--- src/rtl/cfgdma_pkg.sv ---
package cfgdma_pkg;
  typedef enum logic [2:0] {
    S_IDLE, S_FETCH, S_DECODE, S_STEP, S_MOVE, S_STAT
  } seq_state_t;

  localparam int CTL_ERR    = 0;
  localparam int CTL_RD     = 1;
  localparam int CTL_SKIP   = 2;
  localparam int CTL_SEL    = 3;
  localparam int DESC_BYTES = 16;
  localparam int STAT_BYTES = 4;
endpackage

--- src/rtl/cfgdma_doorbell.sv ---
module cfgdma_doorbell #(
  parameter int ADDR_W = 64
) (
  input  logic              clk,
  input  logic              rst,
  input  logic              busy,
  input  logic              reg_wr,
  input  logic              reg_rd,
  input  logic [2:0]        reg_ofs,
  input  logic [3:0]        reg_bytes,
  input  logic [ADDR_W-1:0] reg_wdata,
  output logic              start,
  output logic [ADDR_W-1:0] start_addr,
  output logic              reg_rej
);
  localparam int HALF = ADDR_W / 2;

  logic [HALF-1:0] upper_q;
  logic is_hi, is_lo, is_full, legal, take;

  assign is_hi   = reg_wr && reg_bytes == 4'd4 && reg_ofs == 3'd0;
  assign is_lo   = reg_wr && reg_bytes == 4'd4 && reg_ofs == 3'd4;
  assign is_full = reg_wr && reg_bytes == 4'd8 && reg_ofs == 3'd0;
  assign legal   = is_hi || is_lo || is_full;
  assign take    = !busy && !start;

  always_ff @(posedge clk) begin
    if (rst) begin
      upper_q    <= '0;
      start      <= 1'b0;
      start_addr <= '0;
      reg_rej    <= 1'b0;
    end else begin
      start   <= 1'b0;
      reg_rej <= (reg_wr || reg_rd) && !legal;
      if (take) begin
        if (is_hi) upper_q <= reg_wdata[ADDR_W-1 -: HALF];
        if (is_lo) begin
          start      <= 1'b1;
          start_addr <= {upper_q, reg_wdata[ADDR_W-1 -: HALF]};
          upper_q    <= '0;
        end
        if (is_full) begin
          start      <= 1'b1;
          start_addr <= reg_wdata;
          upper_q    <= '0;
        end
      end
    end
  end

  logic unused_lo;
  assign unused_lo = ^reg_wdata[HALF-1:0];
endmodule

--- src/rtl/cfgdma_span.sv ---
module cfgdma_span #(
  parameter int LEN_W = 32
) (
  input  logic [LEN_W-1:0] rem,
  input  logic [LEN_W-1:0] ofs,
  input  logic [LEN_W-1:0] item_len,
  input  logic             item_ok,
  output logic [LEN_W-1:0] span,
  output logic             past_end
);
  logic [LEN_W-1:0] left;

  assign left     = item_len - ofs;
  assign past_end = !item_ok || (ofs >= item_len);
  assign span     = past_end ? rem : ((rem < left) ? rem : left);
endmodule

--- src/rtl/cfgdma_seq.sv ---
module cfgdma_seq
  import cfgdma_pkg::*;
#(
  parameter int ADDR_W = 64,
  parameter int LEN_W  = 32,
  parameter int KEY_W  = 16
) (
  input  logic              clk,
  input  logic              rst,
  input  logic              start,
  input  logic [ADDR_W-1:0] start_addr,
  output logic              mem_req,
  output logic              mem_we,
  output logic [ADDR_W-1:0] mem_addr,
  output logic [7:0]        mem_wdata,
  input  logic [7:0]        mem_rdata,
  input  logic              mem_ack,
  input  logic              mem_err,
  output logic [KEY_W-1:0]  item_key,
  output logic [LEN_W-1:0]  item_ofs,
  input  logic              item_ok,
  input  logic [LEN_W-1:0]  item_len,
  input  logic [7:0]        item_byte,
  output logic              busy,
  output logic              done
);
  localparam int DBW   = DESC_BYTES * 8;
  localparam int IDX_W = $clog2(DESC_BYTES);

  seq_state_t       st;
  logic [IDX_W-1:0] idx;
  logic [ADDR_W-1:0] desc, dst;
  logic [DBW-1:0]   dbuf;
  logic [LEN_W-1:0] rem, cnt, span;
  logic             rd_mode, zero, err, past_end;

  logic [31:0]       d_ctl;
  logic [LEN_W-1:0]  d_len;
  logic [ADDR_W-1:0] d_dst;
  assign d_ctl = dbuf[DBW-1 -: 32];
  assign d_len = dbuf[DBW-33 -: LEN_W];
  assign d_dst = dbuf[ADDR_W-1:0];

  cfgdma_span #(.LEN_W(LEN_W)) u_span (
    .rem(rem), .ofs(item_ofs), .item_len(item_len), .item_ok(item_ok),
    .span(span), .past_end(past_end)
  );

  always_ff @(posedge clk) begin
    if (rst) begin
      st       <= S_IDLE;
      idx      <= '0;
      desc     <= '0;
      dst      <= '0;
      dbuf     <= '0;
      rem      <= '0;
      cnt      <= '0;
      rd_mode  <= 1'b0;
      zero     <= 1'b0;
      err      <= 1'b0;
      done     <= 1'b0;
      item_key <= '1;
      item_ofs <= '0;
    end else begin
      done <= 1'b0;
      case (st)
        S_IDLE: if (start) begin
          desc <= start_addr;
          idx  <= '0;
          err  <= 1'b0;
          st   <= S_FETCH;
        end
        S_FETCH: if (mem_ack) begin
          if (mem_err) begin
            err <= 1'b1;
            idx <= '0;
            st  <= S_STAT;
          end else begin
            dbuf <= {dbuf[DBW-9:0], mem_rdata};
            idx  <= idx + IDX_W'(1);
            if (idx == IDX_W'(DESC_BYTES - 1)) st <= S_DECODE;
          end
        end
        S_DECODE: begin
          dst     <= d_dst;
          rd_mode <= d_ctl[CTL_RD];
          rem     <= (d_ctl[CTL_RD] || d_ctl[CTL_SKIP]) ? d_len : '0;
          if (d_ctl[CTL_SEL]) begin
            item_key <= d_ctl[31 -: KEY_W];
            item_ofs <= '0;
          end
          st <= S_STEP;
        end
        S_STEP: begin
          if (rem == '0) begin
            idx <= '0;
            st  <= S_STAT;
          end else if (rd_mode) begin
            cnt  <= span;
            zero <= past_end;
            st   <= S_MOVE;
          end else begin
            dst <= dst + ADDR_W'(span);
            rem <= rem - span;
            if (!past_end) item_ofs <= item_ofs + span;
          end
        end
        S_MOVE: if (mem_ack) begin
          if (mem_err) begin
            err <= 1'b1;
            idx <= '0;
            st  <= S_STAT;
          end else begin
            dst <= dst + ADDR_W'(1);
            rem <= rem - LEN_W'(1);
            cnt <= cnt - LEN_W'(1);
            if (!zero) item_ofs <= item_ofs + LEN_W'(1);
            if (cnt == LEN_W'(1)) st <= S_STEP;
          end
        end
        S_STAT: if (mem_ack) begin
          idx <= idx + IDX_W'(1);
          if (idx == IDX_W'(STAT_BYTES - 1)) begin
            st   <= S_IDLE;
            done <= 1'b1;
          end
        end
        default: st <= S_IDLE;
      endcase
    end
  end

  assign busy     = (st != S_IDLE);
  assign mem_req  = (st == S_FETCH) || (st == S_MOVE) || (st == S_STAT);
  assign mem_we   = (st == S_MOVE) || (st == S_STAT);
  assign mem_addr = (st == S_MOVE) ? dst : desc + ADDR_W'(idx);
  always_comb begin
    if (st == S_STAT)
      mem_wdata = (idx == IDX_W'(STAT_BYTES - 1)) ? {7'b0, err} : 8'h00;
    else
      mem_wdata = zero ? 8'h00 : item_byte;
  end

  logic unused_ctl;
  assign unused_ctl = ^{d_ctl[31-KEY_W:CTL_SEL+1], d_ctl[CTL_ERR]};
endmodule

--- src/rtl/cfg_dma_engine.sv ---
module cfg_dma_engine #(
  parameter int ADDR_W = 64,
  parameter int LEN_W  = 32,
  parameter int KEY_W  = 16,
  parameter bit DMA_EN = 1'b1
) (
  input  logic              clk,
  input  logic              rst,
  input  logic              reg_wr,
  input  logic              reg_rd,
  input  logic [2:0]        reg_ofs,
  input  logic [3:0]        reg_bytes,
  input  logic [ADDR_W-1:0] reg_wdata,
  output logic              reg_rej,
  output logic              mem_req,
  output logic              mem_we,
  output logic [ADDR_W-1:0] mem_addr,
  output logic [7:0]        mem_wdata,
  input  logic [7:0]        mem_rdata,
  input  logic              mem_ack,
  input  logic              mem_err,
  output logic [KEY_W-1:0]  item_key,
  output logic [LEN_W-1:0]  item_ofs,
  input  logic              item_ok,
  input  logic [LEN_W-1:0]  item_len,
  input  logic [7:0]        item_byte,
  output logic              busy,
  output logic              done,
  output logic [31:0]       dev_id
);
  localparam logic [31:0] ID_VAL = DMA_EN ? 32'd3 : 32'd1;

  logic              start;
  logic [ADDR_W-1:0] start_addr;

  assign dev_id = ID_VAL;

  cfgdma_doorbell #(.ADDR_W(ADDR_W)) u_bell (
    .clk(clk), .rst(rst), .busy(busy),
    .reg_wr(reg_wr && DMA_EN), .reg_rd(reg_rd), .reg_ofs(reg_ofs),
    .reg_bytes(reg_bytes), .reg_wdata(reg_wdata),
    .start(start), .start_addr(start_addr), .reg_rej(reg_rej)
  );

  cfgdma_seq #(.ADDR_W(ADDR_W), .LEN_W(LEN_W), .KEY_W(KEY_W)) u_seq (
    .clk(clk), .rst(rst), .start(start), .start_addr(start_addr),
    .mem_req(mem_req), .mem_we(mem_we), .mem_addr(mem_addr),
    .mem_wdata(mem_wdata), .mem_rdata(mem_rdata), .mem_ack(mem_ack),
    .mem_err(mem_err), .item_key(item_key), .item_ofs(item_ofs),
    .item_ok(item_ok), .item_len(item_len), .item_byte(item_byte),
    .busy(busy), .done(done)
  );
endmodule

--- config.mk ---
export PLATFORM = sky130hd
export DESIGN_NAME = cfg_dma_engine
export DESIGN_NICKNAME = d
export VERILOG_FILES = /design/src/rtl/cfgdma_pkg.sv /design/src/rtl/cfgdma_doorbell.sv /design/src/rtl/cfgdma_span.sv /design/src/rtl/cfgdma_seq.sv /design/src/rtl/cfg_dma_engine.sv
export SDC_FILE = /design/constraint.sdc
export NUM_CORES = 2
export LEC_CHECK = 0
export ABC_AREA = 0
export BUFFER_PORTS_ARGS = -buffer_cell sky130_fd_sc_hd__buf_2
export CAP_MARGIN = 20
export CORE_ASPECT_RATIO = 0.7
export CORE_MARGIN = 1
export CORE_UTILIZATION = 60
export DETAILED_ROUTE_END_ITERATION = 6
export GPL_TIMING_DRIVEN = 0
export HOLD_SLACK_MARGIN = 0.02
export PLACE_DENSITY = 0.88
export SETUP_SLACK_MARGIN = 0.1
export SLEW_MARGIN = 15
export SYNTH_ARGS = -nofsm -noshare
export SYNTH_HDL_FRONTEND = slang
export SYNTH_SLANG_ARGS = --single-unit
--- constraint.sdc ---
create_clock -name clk -period 15.6 [get_ports clk]
set_clock_uncertainty 0.15 [all_clocks]
set_input_delay 0.78 -clock clk [delete_from_list [all_inputs] [get_ports clk]]
set_output_delay 0.78 -clock clk [all_outputs]
set_load 0.01 [all_outputs]
==> results.ini <==
[grt]
gr-usage-all-layers=0.439
grt_max_degree=16
antenna_found_initial=3
grt_pass1_wl_um=168000
grt_pass1_vias=27600
grt-ovfl-total=0

[power_and_ir_drop]
leakagePower_nw=12.6
p_per_area_nw_per_um2=76.5
ir_drop_v=0.000108
total_power_mw=2.54

[status]
status=complete, no violations

[detailed_routing]
antenna_left=0
routedWlPerCell_um=23.0
via_per_inst=6.45
dr.pass1.iters=6
wirelength_um=114000
drtIter0Drc=5021
drc=0
via_count=32100

[clock_tree]
cts_hold_buf=0
clk-insertion-delay-late_ps=600
cts_setup_buffers=0
clk_pin_slew_worst_paths_ps=70
cts_resized=0
cts_sinks=477
htreeDepth=2
cts_buffers=47
root_buffer=clkbuf_16
cts_max_path_buffers=3
cts_tree=yes

[timing]
finalMaxSlewViolations=0
post-route-min-period_ps=10890
final.period_utilization=0.698
setup_tns_ps=0
relSlewSlack=0.150
setup_viol=0
tightest_slew_ps=1270
finalHoldViolCount=0
fmax_mhz=91.8
rsz0062_at_grt=no

[critical_path]
crit_family=compound AO/OA/AOI/OAI gates
path_max_fanout=10
setup.worst_path.end_class=register
slowest_stage=a311oi_1
path_buf_inv=2
rr_worst_depth=32
path_depth=32
required_ps=15900
setup.worst_path.start_class=register
r2r_setup_slack_ps=4710
path_class=reg -> reg
worstPathArrival_ps=11190
critPathMaxStageDelay_ps=830

[synth]
synth_seq_area_share=0.324
syn_inst=3954
ys_ff_latch=477
synth_flop_cell=dfxtp_1
synth_edf_count=0
ys_types=90
syn-cell-area_um2=29400
synthArstFlopShare=0
ys_warn_count=0
synth_area_per_cell_um2=7.44

[floorplanning]
die_w_um=267
dieHeight_um=187
dieArea_um2=50000
start_util=0.612
io_pins=283
rows=67
coreArea_um2=48100

[placed_design]
io_buffers=249
place.gp.congestion=1.12
hpwl_um=88000

[cells_and_area]
mostFrequentLayoutCells=nand2_1 (748), dfxtp_1 (477), a21oi_1 (439), nor2_1 (300), buf_2 (257)
fillers=4152
seqCellArea_um2=9550
drive_gt1_frac=0.0974
final_nets=4581
multi_input_area_um2=18400
area_growth_pct=12.8
layout_commonest_cell=nand2_1

[min_path]
hold_class=in -> reg
min_path_cells=3

[run]
drv_cap=0

[path summary, 6_finish.rpt]
path	start	end
hold / removal	mem_rdata[7]	u_seq.dbuf[7]
setup reg to reg	u_seq.item_ofs[0]	u_seq.dst[50]
setup / recovery	u_seq.item_ofs[0]	u_seq.dst[50]
hold reg to reg	u_bell.upper_q[22]	u_bell.upper_q[22]
[where the power goes]
| group | internal [mW] | switching [mW] | total, mW |
|---|---|---|---|
| clock | 0.626 | 0.530 | 1.16 |
| combinational | 0.0525 | 0.109 | 0.161 |
| sequential | 1.22 | 0.00112 | 1.22 |
| total | 1.90 | 0.640 | 2.54 |
[logic make-up after synthesis]
| logic type | count (synthesis) | synth area share |
|---|---|---|
| fa+ha+maj | 169 | 0.0731 |
| flops | 477 | 0.324 |
| compound gates | 1121 | 0.233 |
| xor+xnor | 166 | 0.0496 |
| simple gates | 1556 | 0.239 |
| mux | 74 | 0.0253 |
| other cells | 2 | 0.000255 |
| buf+inv | 389 | 0.0550 |
[final cells by class]
class | count | share of cell area
multi-input combinational | 3118 | 0.554
clock buffer | 66 | 0.0394
timing repair buffer | 253 | 0.0385
inverter | 113 | 0.0128
buffer | 276 | 0.0360
antenna | 3 | 0.000226
sequential | 477 | 0.288
clock inverter | 19 | 0.00630
tap | 655 | 0.0247
[routing by layer]
layer	GRT usage	vias up	part of all wire
met5	0	-	0.0010
met4	0.160	4	0.043
met3	0.169	339	0.17
met2	0.555	2276	0.37
met1	0.655	14900	0.42
li1	-	14600	-
[worst register-to-register path, delay by kind of cell (launching register included)]
family	cells	cell delay, ps
buffers and inverters	2	830
AO/OA/AOI/OAI	18	6020
adder cells (fa/ha/maj)	5	1850
flip-flops	1	390
AND/OR/NAND/NOR	7	1490
[cell usage after synthesis (all sizes together) (24+ instances only)]
cell type	instances	area, um2
nand4	34	213
clkbuf	214	803
a31oi	29	181
or3	26	169
o21bai	24	180
a21oi	439	2200
nand3b	27	203
a221oi	25	219
nor2	303	1150
buf	62	393
dfxtp	477	9550
xor2	76	666
o21ai	251	1260
nor4	34	219
a21o	66	495
a311oi	29	254
nor3	86	435
a211oi	117	893
and2	46	288
nand3	112	561
inv	113	424
xnor2	90	796
nand2	748	2810
ha	164	2050
and3	42	268
mux2i	70	701
[state kept, by name, summed over array words and instances (netlist names)]
signal and cells:
u_bell.reg_rej 1, u_bell.start 1, u_bell.start_addr 64, u_bell.upper_q 32, u_seq.cnt 32, u_seq.dbuf 128, u_seq.desc 64, u_seq.done 1
u_seq.dst 64, u_seq.err 1, u_seq.idx 4, u_seq.item_key 16, u_seq.item_ofs 32, u_seq.rd_mode 1, u_seq.rem 32, u_seq.st 3
u_seq.zero 1
[stage by stage]
step | area [um2] | worst slack [ps] | util | hold WS [ps] | instances
after global placement | 31600 | 4840 | 0.657 | 288 | 4888
final | 33200 | 4710 | 0.690 | 280 | 4980
after detailed placement | 31600 | 4850 | 0.658 | 293 | 4890
after global routing | 33200 | 4520 | 0.690 | 299 | 4978
after CTS | 33200 | 5280 | 0.689 | 276 | 4975
after floorplan | 29500 | 7650 | - | 281 | 3984
Power figures use the tool's default switching activity.
